==> config.mk <==
export PLATFORM = sky130hd
export DESIGN_NAME = rom_read_scrambler
export DESIGN_NICKNAME = d
export VERILOG_FILES = /design/src/rtl/rrs_pkg.sv /design/src/rtl/rrs_window_dec.sv /design/src/rtl/rrs_mode_fsm.sv /design/src/rtl/rrs_byte_xform.sv /design/src/rtl/rom_read_scrambler.sv
export SDC_FILE = /design/constraint.sdc
export NUM_CORES = 1
export LEC_CHECK = 0
export ABC_AREA = 1
export ABC_CLOCK_PERIOD_IN_PS = 3030
export BUFFER_PORTS_ARGS = -buffer_cell sky130_fd_sc_hd__buf_2
export CAP_MARGIN = 25
export CORE_UTILIZATION = 43
export DETAILED_ROUTE_END_ITERATION = 6
export GPL_ROUTABILITY_DRIVEN = 0
export PLACE_DENSITY = 0.85
export SKIP_LAST_GASP = 1
export SYNTH_ARGS = -nofsm -noshare
export SYNTH_HDL_FRONTEND = slang
export SYNTH_HIERARCHICAL = 1
export SYNTH_SLANG_ARGS = --single-unit
==> constraint.sdc <==
create_clock -name clk -period 3.03 [get_ports clk]
set_clock_uncertainty 0.15 [all_clocks]
set_input_delay 0.303 -clock clk [delete_from_list [all_inputs] [get_ports clk]]
set_output_delay 0.303 -clock clk [all_outputs]
set_load 0.01 [all_outputs]
==> src/rtl/rrs_pkg.sv <==
package rrs_pkg;
    typedef enum logic [2:0] {
        MODE_CLEAR    = 3'd0,
        MODE_ROT_UP   = 3'd1,
        MODE_SUB_UP   = 3'd2,
        MODE_CONST_A  = 3'd3,
        MODE_ROT_DN   = 3'd4,
        MODE_LOW_ONLY = 3'd5,
        MODE_SUB_DN   = 3'd6,
        MODE_CONST_B  = 3'd7
    } scr_mode_e;
endpackage

==> src/rtl/rrs_window_dec.sv <==
module rrs_window_dec #(
    parameter int              ADDR_W = 16,
    parameter int              ROM_AW = 15,
    parameter logic [ADDR_W-1:0] WIN_LO = 16'h4000,
    parameter logic [ADDR_W-1:0] WIN_HI = 16'hBFFF
) (
    input  logic [ADDR_W-1:0] addr,
    output logic              hit,
    output logic [ROM_AW-1:0] rom_off
);
    localparam logic [ROM_AW-1:0] BASE_LO = WIN_LO[ROM_AW-1:0];

    always_comb begin
        hit     = (addr >= WIN_LO) && (addr <= WIN_HI);
        rom_off = addr[ROM_AW-1:0] - BASE_LO;
    end
endmodule

==> src/rtl/rrs_mode_fsm.sv <==
module rrs_mode_fsm
    import rrs_pkg::*;
#(
    parameter int MODE_W = 3
) (
    input  logic              clk,
    input  logic              rst_n,
    input  logic              load,
    input  logic [MODE_W-1:0] wval,
    output scr_mode_e         mode
);
    scr_mode_e state_q;
    scr_mode_e state_d;

    // LOAD / HOLD transitions
    always_comb begin
        if (load) state_d = scr_mode_e'(wval);
        else      state_d = state_q;
    end

    always_ff @(posedge clk) begin
        if (!rst_n) state_q <= MODE_CLEAR;
        else        state_q <= state_d;
    end

    assign mode = state_q;
endmodule

==> src/rtl/rrs_byte_xform.sv <==
module rrs_byte_xform
    import rrs_pkg::*;
#(
    parameter int DATA_W = 8
) (
    input  scr_mode_e         mode,
    input  logic [DATA_W-1:0] din,
    output logic [DATA_W-1:0] dout
);
    localparam int                HI_W      = DATA_W - 3;
    localparam logic [DATA_W-1:0] FILL_BYTE = {{HI_W{1'b1}}, 3'b000};
    localparam logic [DATA_W-1:0] CONST_BYTE = DATA_W'(7);

    logic [HI_W-1:0] hi;
    logic [2:0]      lo;
    logic            one_hot;
    logic            two_set;

    always_comb begin
        hi      = din[DATA_W-1:3];
        lo      = din[2:0];
        one_hot = (lo == 3'b001) || (lo == 3'b010) || (lo == 3'b100);
        two_set = (lo == 3'b011) || (lo == 3'b101) || (lo == 3'b110);
        dout    = din;
        unique case (mode)
            MODE_CLEAR:    dout = din;
            MODE_ROT_UP:   dout = {hi, lo[0], lo[2:1]};
            MODE_ROT_DN:   dout = {hi, lo[1:0], lo[2]};
            MODE_CONST_A,
            MODE_CONST_B:  dout = CONST_BYTE;
            MODE_SUB_UP: begin
                if (one_hot)      dout = FILL_BYTE;
                else if (two_set) dout = {hi, 1'b1, ~lo[2], ~lo[1]};
            end
            MODE_LOW_ONLY: begin
                if (one_hot)      dout = FILL_BYTE;
                else if (two_set) dout = {{HI_W{1'b0}}, lo};
            end
            MODE_SUB_DN: begin
                if (one_hot)      dout = FILL_BYTE;
                else if (two_set) dout = {hi, ~lo[1], ~lo[0], 1'b1};
            end
        endcase
    end
endmodule

==> src/rtl/rom_read_scrambler.sv <==
module rom_read_scrambler
    import rrs_pkg::*;
#(
    parameter int ADDR_W = 16,
    parameter int ROM_AW = 15,
    parameter int DATA_W = 8,
    parameter int MODE_W = 3,
    parameter logic [ADDR_W-1:0] WIN_LO = 16'h4000,
    parameter logic [ADDR_W-1:0] WIN_HI = 16'hBFFF
) (
    input  logic              clk,
    input  logic              rst_n,
    input  logic [ADDR_W-1:0] cpu_addr,
    input  logic [MODE_W-1:0] cpu_wdata,
    input  logic              cpu_wr,
    input  logic              cpu_rd,
    output logic [ROM_AW-1:0] rom_addr,
    input  logic [DATA_W-1:0] rom_data,
    output logic [DATA_W-1:0] rd_data,
    output logic              rd_drive
);
    logic        win_hit;
    scr_mode_e   mode_q;
    logic [DATA_W-1:0] xformed;

    rrs_window_dec #(
        .ADDR_W(ADDR_W), .ROM_AW(ROM_AW), .WIN_LO(WIN_LO), .WIN_HI(WIN_HI)
    ) u_dec (
        .addr(cpu_addr), .hit(win_hit), .rom_off(rom_addr)
    );

    rrs_mode_fsm #(.MODE_W(MODE_W)) u_fsm (
        .clk(clk), .rst_n(rst_n), .load(cpu_wr && win_hit),
        .wval(cpu_wdata), .mode(mode_q)
    );

    rrs_byte_xform #(.DATA_W(DATA_W)) u_xf (
        .mode(mode_q), .din(rom_data), .dout(xformed)
    );

    always_comb begin
        rd_drive = cpu_rd && win_hit;
        rd_data  = rd_drive ? xformed : '0;
    end
endmodule

; Yosys cells after proc, flatten, opt, wreduce, memory -nomap -nowiden
; Index checks and enable logic that the tools add are counted.
[classes]
addsub = 1
magnitude_cmp = 2
eq_ne = 13
mux = 8
bitwise = 3
n_reduce_logical = 9
[op_table]
columns = cell, n
row1 = case mux 8 bit (7 select lines), 1
row2 = two-way mux 8 bit, 5
row3 = "equality test 3 bit, second input constant", 7
row4 = "greater-or-equal comparator 16 x 15 -> 1 bit, second input constant", 1
row5 = "<= comparator 16 bit, second input constant", 1
row6 = "subtractor 15 bit, second input constant", 1
row7 = "equality test 3 x 2 -> 1 bit, second input constant", 4
row8 = "equality test 3 x 1 -> 1 bit, second input constant", 2
row9 = two-way mux 3 bit, 2
row10 = logical OR 1 bit, 4
row11 = logical AND 1 bit, 3
row12 = logical NOT 3 bit, 1
row13 = NOT 1 bit, 3
row14 = OR reduction 2 bit, 1
[word_totals]
register_bits = 3
in_bits = 31
output_inout_bits = 24
elab_cells = 37

; Longest topological paths before layout
; Gate-level depths: netlist of run 1.
[depth]
word_depth = 7
ltp_mapped = 11
ltp_nobuf = 10

; Hierarchy
; The synthesis of run 1 kept the hierarchy.
[by_module_without_submodules]
columns = mod, instances, cells_each, area_each_um2, seq_area_each_um2
row1 = rrs_byte_xform, 1, 84, 421.7, 0.0
row2 = rrs_window_dec, 1, 17, 125.1, 0.0
row3 = rrs_mode_fsm, 1, 18, 116.4, 60.1
row4 = rom_read_scrambler, 1, 20, 77.6, 0.0

; Worst setup path before layout of run 1
; OpenSTA, ideal clock, no wires.
[synth_timing]
path_kind = register -> output
from = register u_fsm.state_q[2] (netlist: u_fsm/mode[2])
to = output port rd_data[1]
arrival_ps = 1175
t_required_ps = 2577
path_slack_ps = 1402
path_stages_with_launch = 9
n_path_buf = 1
cell_sequence = dfxtp_1 > buf_2 > nor3_1 > bufinv_8 > nand2_2 > nand2_1 > nand2_1 > inv_1 > nor2_1
[synth_via]
elab_chain_len = 4
word_cells_on_any_way = 11
classes_between = 7 x eq/ne / 2 x mux / 2 x reduce/logical
[synth_lines]
columns = element, line_no
row1 = from (decl), rrs_mode_fsm.sv:12  ; scr_mode_e state_q;
row2 = from (signal assigned), rrs_mode_fsm.sv:23  ; else state_q <= state_d;
row3 = equality test 3 x 2 -> 1 bit or equality test 3 bit (tied branches), rrs_byte_xform.sv:25  ; unique case (mode)
row4 = OR reduction 2 bit, rrs_byte_xform.sv:25
row5 = case mux 8 bit (7 select lines) (*), rrs_byte_xform.sv:25
row6 = named net xformed[1], rom_read_scrambler.sv:24  ; logic [DATA_W-1:0] xformed;
row7 = two-way mux 8 bit (*), rom_read_scrambler.sv:43  ; rd_data = rd_drive ? xformed : '0;
row8 = to (decl), rom_read_scrambler.sv:19  ; output logic [DATA_W-1:0] rd_data,
; The timed path passes the listed nets; every way through them passes the cells marked *.

; Worst setup path in the final report of run 1
[layout_timing]
from = register u_fsm.state_q[2] (netlist: u_fsm/mode[2])
to = output port rd_data[6]
; Same word-level chain as after synthesis.

==> flow_summary.toml, run 1 <==
[pwr]
power_frac_clock_pct = 29.8
power_frac_comb_pct = 49.3
ir_worst_vdd_uv = 144.0
netSwitchingPower_mw = 0.09597
p_int_mw = 0.1432
power-per-cell-area_nw_per_um2 = 307.8
power_frac_seq_pct = 21.0
p_leak_nw = 0.5047
sw_frac_of_total_pct = 40.13

[critical_path]
cp-end-kind = "output pin"
critPathMaxFanout = 10
worstPathArrival_ns = 1.60
reg2regPathDepth = 2
cp_num_buf_inv = 3
worstSetupStartpointType = "register"
cp_cell_sequence = "nand3_1 -> inv_1 -> nand3_2 -> nand2_1 -> nand3_1 -> nand2_1 -> inv_1 -> nor2_1 -> buf_2"
worst-setup-path-type = "register to output pin"
cp.depth = 9
cp.required_ns = 2.58
cpPeakStageDelay_ns = 0.51
crit_slowest_cell = "dfxtp_1"
cp_top_family = "simple AND/OR/NAND/NOR gates"

[timing]
maxSlewViolCount = 0
rsz0062_at_grt = "false"
hold_viol = 0
finalSetupTns_ns = 0
fin_crit_ns = 2.053
final.setup.worst_slack_ns = 0.9765
worst_pin_slew_ns = 0.3396
setup_violations = 0
period_share_pct = 67.77
slew_headroom_pct = 77.33
holdWs_ns = 0.1636
fmax_mhz = 487.0

[synth]
synth_common_cells = "37 x nand2_1, 20 x inv_1, 20 x nor2_1, 14 x buf_4, 8 x nand2_2"
async_reset_ff_share_pct = 0
ys.flop_type = "dfxtp_1"
yosysMostFrequentCell = "nand2_1"
synthDistinctLibCells = 21
syn_inst = 139
synth_top_area_share_pct = 18.75
synth_area_leaders = "nand2_1 19%, buf_4 14%, inv_1 10%"
postSynthAreaPerCell_um2 = 5.329
yosysTopAreaCell = "nand2_1"
yosysWarningCount = 6
synthesis.nets = 171
seq_area_frac_synth_pct = 8.108
synth_edf_count = 0
syn_area_um2 = 740.7
ys_ff_latch = 3

[floorplanning]
initial_utilization_pct = 47.51
die_area_um2 = 1893
die_w_um = 43.51
die_h_um = 43.51
ios = 55
rows = 14
core_area_um2 = 1559

[place]
place_ws_ns = 1.212
port_buffers = 26
dp_hpwl_um = 1248

[grt]
antenna_found_initial = 0
grt_max_degree = 11
grtUsageTotal_pct = 17.59
grt_overflow = 0
grt_pass1_vias = 698
grt_pass1_wl_um = 2559

[finish]
area_growth_pct = 4.899
diodes = 0
fin_nets = 185
regArea_um2 = 60.06
utilization_pct = 49.84
layout-drive-gt1-share_pct = 30.26
fillers = 183
largest_reg_flops = 3
multi_input_area_um2 = 421.7

[clocking]
clk_pin_slew_worst_paths_ns = 0.04
cts-hold-fix-buffers = 0
cts_made_buffers = 3
htree_levels = 1
clockRootBuffer = "clkbuf_4"
clock-sinks = 3
clk_path_buf_depth = 2
post_cts_buffers = 0
cts_resized = 0
cts_tree = "done"
clock_latency_ns = 0.24

[routing]
ant_nets = 0
post-route-drc-count = 10
avgViaCountPerCell = 4.869
routedWlPerCell_um = 9.363
dr.pass1.iters = 6
drt-total-wl_um = 1573
vias = 818
first_iter_violations = 28

[hold_path]
min_path_type = "input port to register"
whs_path_depth = 3

[outcome]
violations = "DRC"
status = "complete, but fails checks"

[flow_run]
cap_violations = 0
stage by stage:
| stage | power, mW | instance area (µm²) | instances |
|---|---|---|---|
| 6_report | 0.2392 | 777.0 | 168 |
| 3_3_place_gp | 0.1650 | 750.7 | 164 |
| 3_5_place_dp | 0.1683 | 750.7 | 164 |
| 5_1_grt | 0.2629 | 777.0 | 168 |
| 4_1_cts | 0.2430 | 777.0 | 168 |
| 2_1_floorplan | 0.1583 | 740.7 | 139 |
power groups by stage:
stage | logic (mW) | clock network (mW) | registers [mW]
CTS | 0.118 | 0.0749 | 0.0500
floorplan | 0.111 | 0 | 0.0473
global route | 0.134 | 0.0776 | 0.0509
detailed placement | 0.118 | 0 | 0.0506
finish | 0.118 | 0.0712 | 0.0501
global placement | 0.115 | 0 | 0.0503
cells in the final DEF, fill, tap and decap left out, types with 2 or more instances in the layout:
master / count
nand4_1: 3
inv_1: 20
clkbuf_4: 3
nand2_2: 8
nand3_2: 2
dfxtp_1: 3
nand2_1: 37
nor3_1: 3
buf_2: 26
nand3_1: 7
clkinv_1: 2
nor2_1: 20
a21oi_1: 2
inv_2: 5
o21ai_1: 5
kinds of logic (layout without fill, tap and decap cells):
kind of cell,count (synthesis),in the layout,share of synthesized area (%)
flops,3,3,8.108
buf+inv,45,58,34.97
fa+ha+maj,1,1,1.689
compound gates,9,9,6.587
simple gates,81,81,48.65
worst paths after layout:
| check | startpoint | to | slack (ns) |
|---|---|---|---|
| worst min register to register | u_fsm/mode[1] | u_fsm/mode[1] | 0.39 |
| worst max register to register | u_fsm/mode[2] | u_fsm/mode[2] | 2.14 |
| worst max-delay path | u_fsm/mode[2] | rd_data[6] | 0.98 |
| worst min-delay path | rst_n | u_fsm/mode[0] | 0.16 |
routing by layer:
layer / global-route usage, % / routed length (µm) / up-vias
met5: 0 / 0 / -
met4: 13.13 / 35 / 0
met3: 1.250 / 102 / 6
met2: 30.61 / 798 / 35
met1: 20.00 / 637 / 345
li1: - / - / 432
final cells by class:
class                      instances  share of cell area [%]
timing repair buffer              26                   16.75
clock buffer                       4                   3.382
inverter                          28                   15.30
tap                               16                   2.576
sequential                         3                   7.729
multi-input combinational         91                   54.27
tightest hold or removal path, delay by kind of cell:
| family | cells | cell delay [ns] |
|---|---|---|
| buffers and inverters | 1 | 0.11 |
| and+or+nand+nor | 2 | 0.09 |
No activity file was read; power rests on OpenSTA's default activity.
==> run 2: changes to the inputs <==
--- a/config.mk
+++ b/config.mk
@@ -6,13 +6,14 @@
 export NUM_CORES = 1
 export LEC_CHECK = 0
 export ABC_AREA = 1
-export ABC_CLOCK_PERIOD_IN_PS = 3030
+export ABC_CLOCK_PERIOD_IN_PS = 1800
 export BUFFER_PORTS_ARGS = -buffer_cell sky130_fd_sc_hd__buf_2
 export CAP_MARGIN = 25
-export CORE_UTILIZATION = 43
+export CORE_ASPECT_RATIO = 0.75
+export CORE_UTILIZATION = 36
 export DETAILED_ROUTE_END_ITERATION = 6
 export GPL_ROUTABILITY_DRIVEN = 0
-export PLACE_DENSITY = 0.85
+export PLACE_DENSITY = 0.76
 export SKIP_LAST_GASP = 1
 export SYNTH_ARGS = -nofsm -noshare
 export SYNTH_HDL_FRONTEND = slang
==> constraint.sdc (replaced) <==
create_clock -name clk -period 1.8 [get_ports clk]
set_clock_uncertainty 0.15 [all_clocks]
set_input_delay 0.18 -clock clk [delete_from_list [all_inputs] [get_ports clk]]
set_output_delay 0.18 -clock clk [all_outputs]
set_load 0.01 [all_outputs]
==> run 2 against run 1 <==
  * Sequential power rose by 79%
  * First-iteration DRC count decreased by 57%
  * Routed wire length is 13% higher
  * Hold slack worse by 0.13 ns
  * Core utilization decreased by 1.4 points
  * Setup slack lost 0.96 ns
  * Die area grew 19%
  * Sequential share of layout area grew 0.29 points
  * Clock-buffer cell count unchanged
  * Global-route usage down 2.3 points
  * The flow now finishes without violations
  * Design area increased by 14%
==> flow_summary.toml, run 2 (synthesized netlist as in run 1, its figures left out) <==
[outcome]
status = "finished clean"

[routing]
routedWlPerCell_um = 10.05
ant_nets = 0
first_iter_violations = 12
drt-total-wl_um = 1779
vias = 842
dr.pass1.iters = 4
avgViaCountPerCell = 4.757
post-route-drc-count = 0

[place]
dp_hpwl_um = 1314
port_buffers = 26
place_ws_ns = 0.09244

[clocking]
clk_pin_slew_worst_paths_ns = 0.03
cts-hold-fix-buffers = 0
cts_tree = "done"
clock-sinks = 3
clock_latency_ns = 0.23
cts_made_buffers = 3
htree_levels = 1
clk_path_buf_depth = 2
clockRootBuffer = "clkbuf_4"

[timing]
fmax_mhz = 560.4
final.setup.worst_slack_ns = 0.01571
maxSlewViolCount = 0
fin_crit_ns = 1.784
slew_headroom_pct = 86.70
hold_viol = 0
setup_violations = 0
worst_pin_slew_ns = 0.1995
holdWs_ns = 0.03334
rsz0062_at_grt = "true"
period_share_pct = 99.13

[pwr]
power-per-cell-area_nw_per_um2 = 493.2
sw_frac_of_total_pct = 40.92
p_leak_nw = 0.5346
ir_worst_vdd_uv = 472.1
power_frac_seq_pct = 20.4
p_int_mw = 0.2592
power_frac_comb_pct = 53.2
power_frac_clock_pct = 26.4
netSwitchingPower_mw = 0.1795

[floorplanning]
initial_utilization_pct = 40.30
die_w_um = 54.38
core_area_um2 = 1838
rows = 13
die_h_um = 41.29
ios = 55
die_area_um2 = 2245

[grt]
grtUsageTotal_pct = 15.24
grt_overflow = 0
antenna_found_initial = 0
grt_pass1_wl_um = 2401
grt_max_degree = 11
grt_pass1_vias = 582

[flow_run]
cap_violations = 0

[critical_path]
reg2regPathDepth = 4
cp-end-kind = "output pin"
cp.required_ns = 1.47
critPathMaxFanout = 8
worstSetupStartpointType = "register"
worstPathArrival_ns = 1.45
crit_path_start = "u_fsm/mode[0]"
worstReg2RegEnd = "u_fsm/mode[2]"
rrSetupSlack_ns = 0.77
r2r-start = "u_fsm/mode[2]"
worst-setup-path-type = "register to output pin"

[hold_path]
min_path_type = "input port to register"
hold-path-endpoint = "u_fsm/mode[0]"
min_from = "rst_n"
whs_path_depth = 3

[finish]
final_common_cell = "nand2_1"
area_growth_pct = 20.10
largest_reg_flops = 3
final_cell_mix = "34 x nand2_1, 26 x buf_2, 19 x inv_1, 19 x nor2_1, 9 x nand2_2"
layout-drive-gt1-share_pct = 40.00
fillers = 215
diodes = 0
fin_nets = 188
-- run 2: cell count changes in the layout (fill, tap and decap cells not counted), moves of 2 or more --
cell	previous run	this run
dfxtp_4	0	3
dfxtp_1	3	0
buf_4	0	2
nand2_4	0	2
nand3_4	0	2
nand2_1	37	34
nand3_1	7	5
-- run 2: power groups by stage --
stage / combinational (mW) / clock [mW] / sequential, mW
2_1_floorplan: 0.187 / 0 / 0.0797
3_3_place_gp: 0.195 / 0 / 0.0848
3_5_place_dp: 0.199 / 0 / 0.0856
4_1_cts: 0.202 / 0.120 / 0.0865
5_1_grt: 0.261 / 0.132 / 0.0912
6_report: 0.233 / 0.116 / 0.0896
-- run 2: worst max path at each step --
stage | to | cells past startpoint
global placement | rd_data[6] | 9
finish | rd_data[1] | 10
CTS | rd_data[4] | 10
floorplan | rd_data[1] | 8
global route | rd_data[2] | 10
detailed placement | rd_data[6] | 9
-- run 2: cell type report --
cell class                      count  area (µm²)  share of cell area (%)
Sequential cell                     3       71.32                   8.017
Inverter                           28       126.4                   14.21
Multi-Input combinational cell     91       481.7                   54.15
Tap cell                           22       27.53                   3.094
Clock buffer                        4       26.28                   2.954
Timing Repair Buffer               29       156.4                   17.58
-- run 2: critical path, cell delays in order, from the launching register on --
cell and delay, ns:
dfxtp_4 0.37, inv_4 0.09, nand2_4 0.08, nor2_2 0.12, nand3_1 0.09, nand3b_1 0.10, clkinv_1 0.06, nand2_1 0.05
inv_1 0.03, nor2_1 0.08, buf_2 0.13
-- run 2: routing by layer --
layer / vias to the layer above / wire length [µm] / global-route usage, %
met2: 34 / 850 / 23.78
met4: 0 / 17 / 7.692
met3: 2 / 101 / 3.704
met1: 369 / 810 / 19.57
li1: 437 / - / -
met5: - / 0 / 0
-- run 2: stage by stage --
stage / cells / total power [mW] / util, % / TNS (ns) / area (µm²)
floorplan: 139 / 0.2665 / - / 0 / 740.7
global placement: 170 / 0.2793 / 41.25 / 0 / 758.2
detailed placement: 170 / 0.2844 / 41.25 / 0 / 758.2
CTS: 174 / 0.4085 / 43.43 / -0.004785 / 798.3
global route: 177 / 0.4847 / 48.40 / -0.4724 / 889.6
finish: 177 / 0.4388 / 48.40 / 0 / 889.6
-- run 2: what timing repair did --
item / in CTS / in global routing
buffers inserted: 0 / 3
pin swaps: 0 / 6
resized for setup: 7 / 20
endpoints found under the setup margin: 8 / 8
endpoints found under the hold margin: 0 / 0
==> run 3: changes to the inputs <==
--- a/config.mk
+++ b/config.mk
@@ -6,14 +6,14 @@
 export NUM_CORES = 1
 export LEC_CHECK = 0
 export ABC_AREA = 1
-export ABC_CLOCK_PERIOD_IN_PS = 1800
+export ABC_CLOCK_PERIOD_IN_PS = 1850
 export BUFFER_PORTS_ARGS = -buffer_cell sky130_fd_sc_hd__buf_2
 export CAP_MARGIN = 25
 export CORE_ASPECT_RATIO = 0.75
-export CORE_UTILIZATION = 36
+export CORE_UTILIZATION = 40
 export DETAILED_ROUTE_END_ITERATION = 6
 export GPL_ROUTABILITY_DRIVEN = 0
-export PLACE_DENSITY = 0.76
+export PLACE_DENSITY = 0.8
 export SKIP_LAST_GASP = 1
 export SYNTH_ARGS = -nofsm -noshare
 export SYNTH_HDL_FRONTEND = slang
==> constraint.sdc (replaced) <==
create_clock -name clk -period 1.85 [get_ports clk]
set_clock_uncertainty 0.15 [all_clocks]
set_input_delay 0.185 -clock clk [delete_from_list [all_inputs] [get_ports clk]]
set_output_delay 0.185 -clock clk [all_outputs]
set_load 0.01 [all_outputs]
==> run 3 against run 2 <==
  * Combinational power fell by 6%
  * Non-clock buffer count down 1
  * Register-to-register slack better by 0.29 ns
  * Critical endpoint is now rd_data[4]
  * Largest cell class unchanged
  * Highest routed layer is now met3
==> flow_summary.toml, run 3 (synthesized netlist as in run 1, its figures left out) <==
[finish]
utilization_pct = 49.60
diodes = 0
multi_input_area_um2 = 469.2
fin_nets = 187
fillers = 195
regArea_um2 = 71.32
final_cell_mix = "35 x nand2_1, 26 x buf_2, 19 x inv_1, 19 x nor2_1, 8 x nand2_2"
area_growth_pct = 16.55
largest_reg_flops = 3
final_common_cell = "nand2_1"
layout-drive-gt1-share_pct = 38.31

[routing]
first_iter_violations = 20
ant_nets = 0
routedWlPerCell_um = 10.06
vias = 825
dr.pass1.iters = 4
avgViaCountPerCell = 4.688
drt-total-wl_um = 1771
post-route-drc-count = 0

[pwr]
power_frac_clock_pct = 27.0
sw_frac_of_total_pct = 41.30
ir_worst_vdd_uv = 358.9
p_int_mw = 0.2478
p_leak_nw = 0.5246
power_frac_comb_pct = 52.2
total_power_mw = 0.4221
power-per-cell-area_nw_per_um2 = 489.0
netSwitchingPower_mw = 0.1743
power_frac_seq_pct = 20.8

[flow_run]
cap_violations = 0

[floorplanning]
core_area_um2 = 1740
die_area_um2 = 2030
die_w_um = 51.69
initial_utilization_pct = 42.56
die_h_um = 39.27
ios = 55
rows = 13

[clocking]
clock_latency_ns = 0.23
cts_made_buffers = 3
htree_levels = 1
clockRootBuffer = "clkbuf_4"
clock-sinks = 3
cts-hold-fix-buffers = 0
clk_path_buf_depth = 2
cts_tree = "done"
clk_pin_slew_worst_paths_ns = 0.04

[timing]
fin_crit_ns = 1.781
rsz0062_at_grt = "true"
hold_viol = 0
fmax_mhz = 561.4
maxSlewViolCount = 0
period_share_pct = 96.28
worst_pin_slew_ns = 0.1964
slew_headroom_pct = 86.91
setup_violations = 0

[grt]
grt_pass1_wl_um = 2297
grtUsageTotal_pct = 15.50
grt_overflow = 0
grt_pass1_vias = 566
antenna_found_initial = 0
grt_max_degree = 11

[critical_path]
cp_cell_sequence = "inv_4 -> nand3_2 -> inv_2 -> nand3_2 -> nand2_2 -> nand2_1 -> o21ai_1 -> inv_1 -> nor2_1 -> buf_2"
worstSetupStartpointType = "register"
cp.required_ns = 1.51
cp-end-kind = "output pin"
cpMostUsedCell = "nand3_2"
cpPeakStageDelay_ns = 0.37
worst-setup-path-type = "register to output pin"
worstPathArrival_ns = 1.45
critPathMaxFanout = 5
crit_slowest_cell = "dfxtp_4"

[place]
port_buffers = 26
dp_hpwl_um = 1257

[hold_path]
min_path_type = "input port to register"

[outcome]
status = "finished clean"
run 3: power groups by stage:
stage	clock network, mW	registers [mW]	logic (mW)
after floorplan	0	0.0775	0.182
after global placement	0	0.0824	0.189
after detailed placement	0	0.0834	0.194
after CTS	0.119	0.0832	0.196
after global routing	0.126	0.0897	0.245
final	0.114	0.0879	0.220
run 3: timing repair:
item / 4_1_cts / 5_1_grt
pin swaps: 0 / 5
buffers inserted: 0 / 2
endpoints found under the setup margin: 7 / 8
resized for setup: 2 / 18
run 3: final cells by class:
type	count	share of cell area, %
Timing Repair Buffer	28	16.81
Tap cell	22	3.188
Inverter	28	14.35
Multi-Input combinational cell	91	54.35
Clock buffer	4	3.043
Sequential cell	3	8.261
run 3: path summary, 6_finish.rpt:
kind                 startpoint       endpoint  slack [ns]  cells past startpoint
setup / recovery  u_fsm/mode[1]     rd_data[4]        0.07                     10
hold / removal            rst_n  u_fsm/mode[0]        0.04                      3
setup reg to reg  u_fsm/mode[0]  u_fsm/mode[0]        1.06                      2
hold reg to reg   u_fsm/mode[2]  u_fsm/mode[2]        0.41                      2
run 3: per-layer routing:
metal	track usage, %	wire length (µm)	vias to the layer above
met2	25.00	864	27
li1	-	-	434
met5	0	0	-
met1	19.86	775	364
met4	6.757	0	0
met3	3.488	131	0
run 3: metrics by stage:
stage | hold WS, ns | worst slack [ns] | cells | TNS, ns | instance area (µm²)
after CTS | 0.03537 | -0.008063 | 174 | -0.01596 | 787.0
after global routing | 0.04426 | -0.04008 | 176 | -0.06855 | 863.3
after global placement | 0.2201 | 0.2371 | 170 | 0 | 758.2
after detailed placement | 0.2201 | 0.1568 | 170 | 0 | 758.2
after floorplan | 0.1554 | 0.3401 | 139 | 0 | 740.7
final | 0.04435 | 0.06878 | 176 | 0 | 863.3
run 3: critical path: cells and delay by family, from the launching register on:
family                 cells  cell delay (ns)
flip-flops                 1             0.37
buffers and inverters      4             0.36
AO/OA/AOI/OAI              1             0.08
AND/OR/NAND/NOR            5             0.40
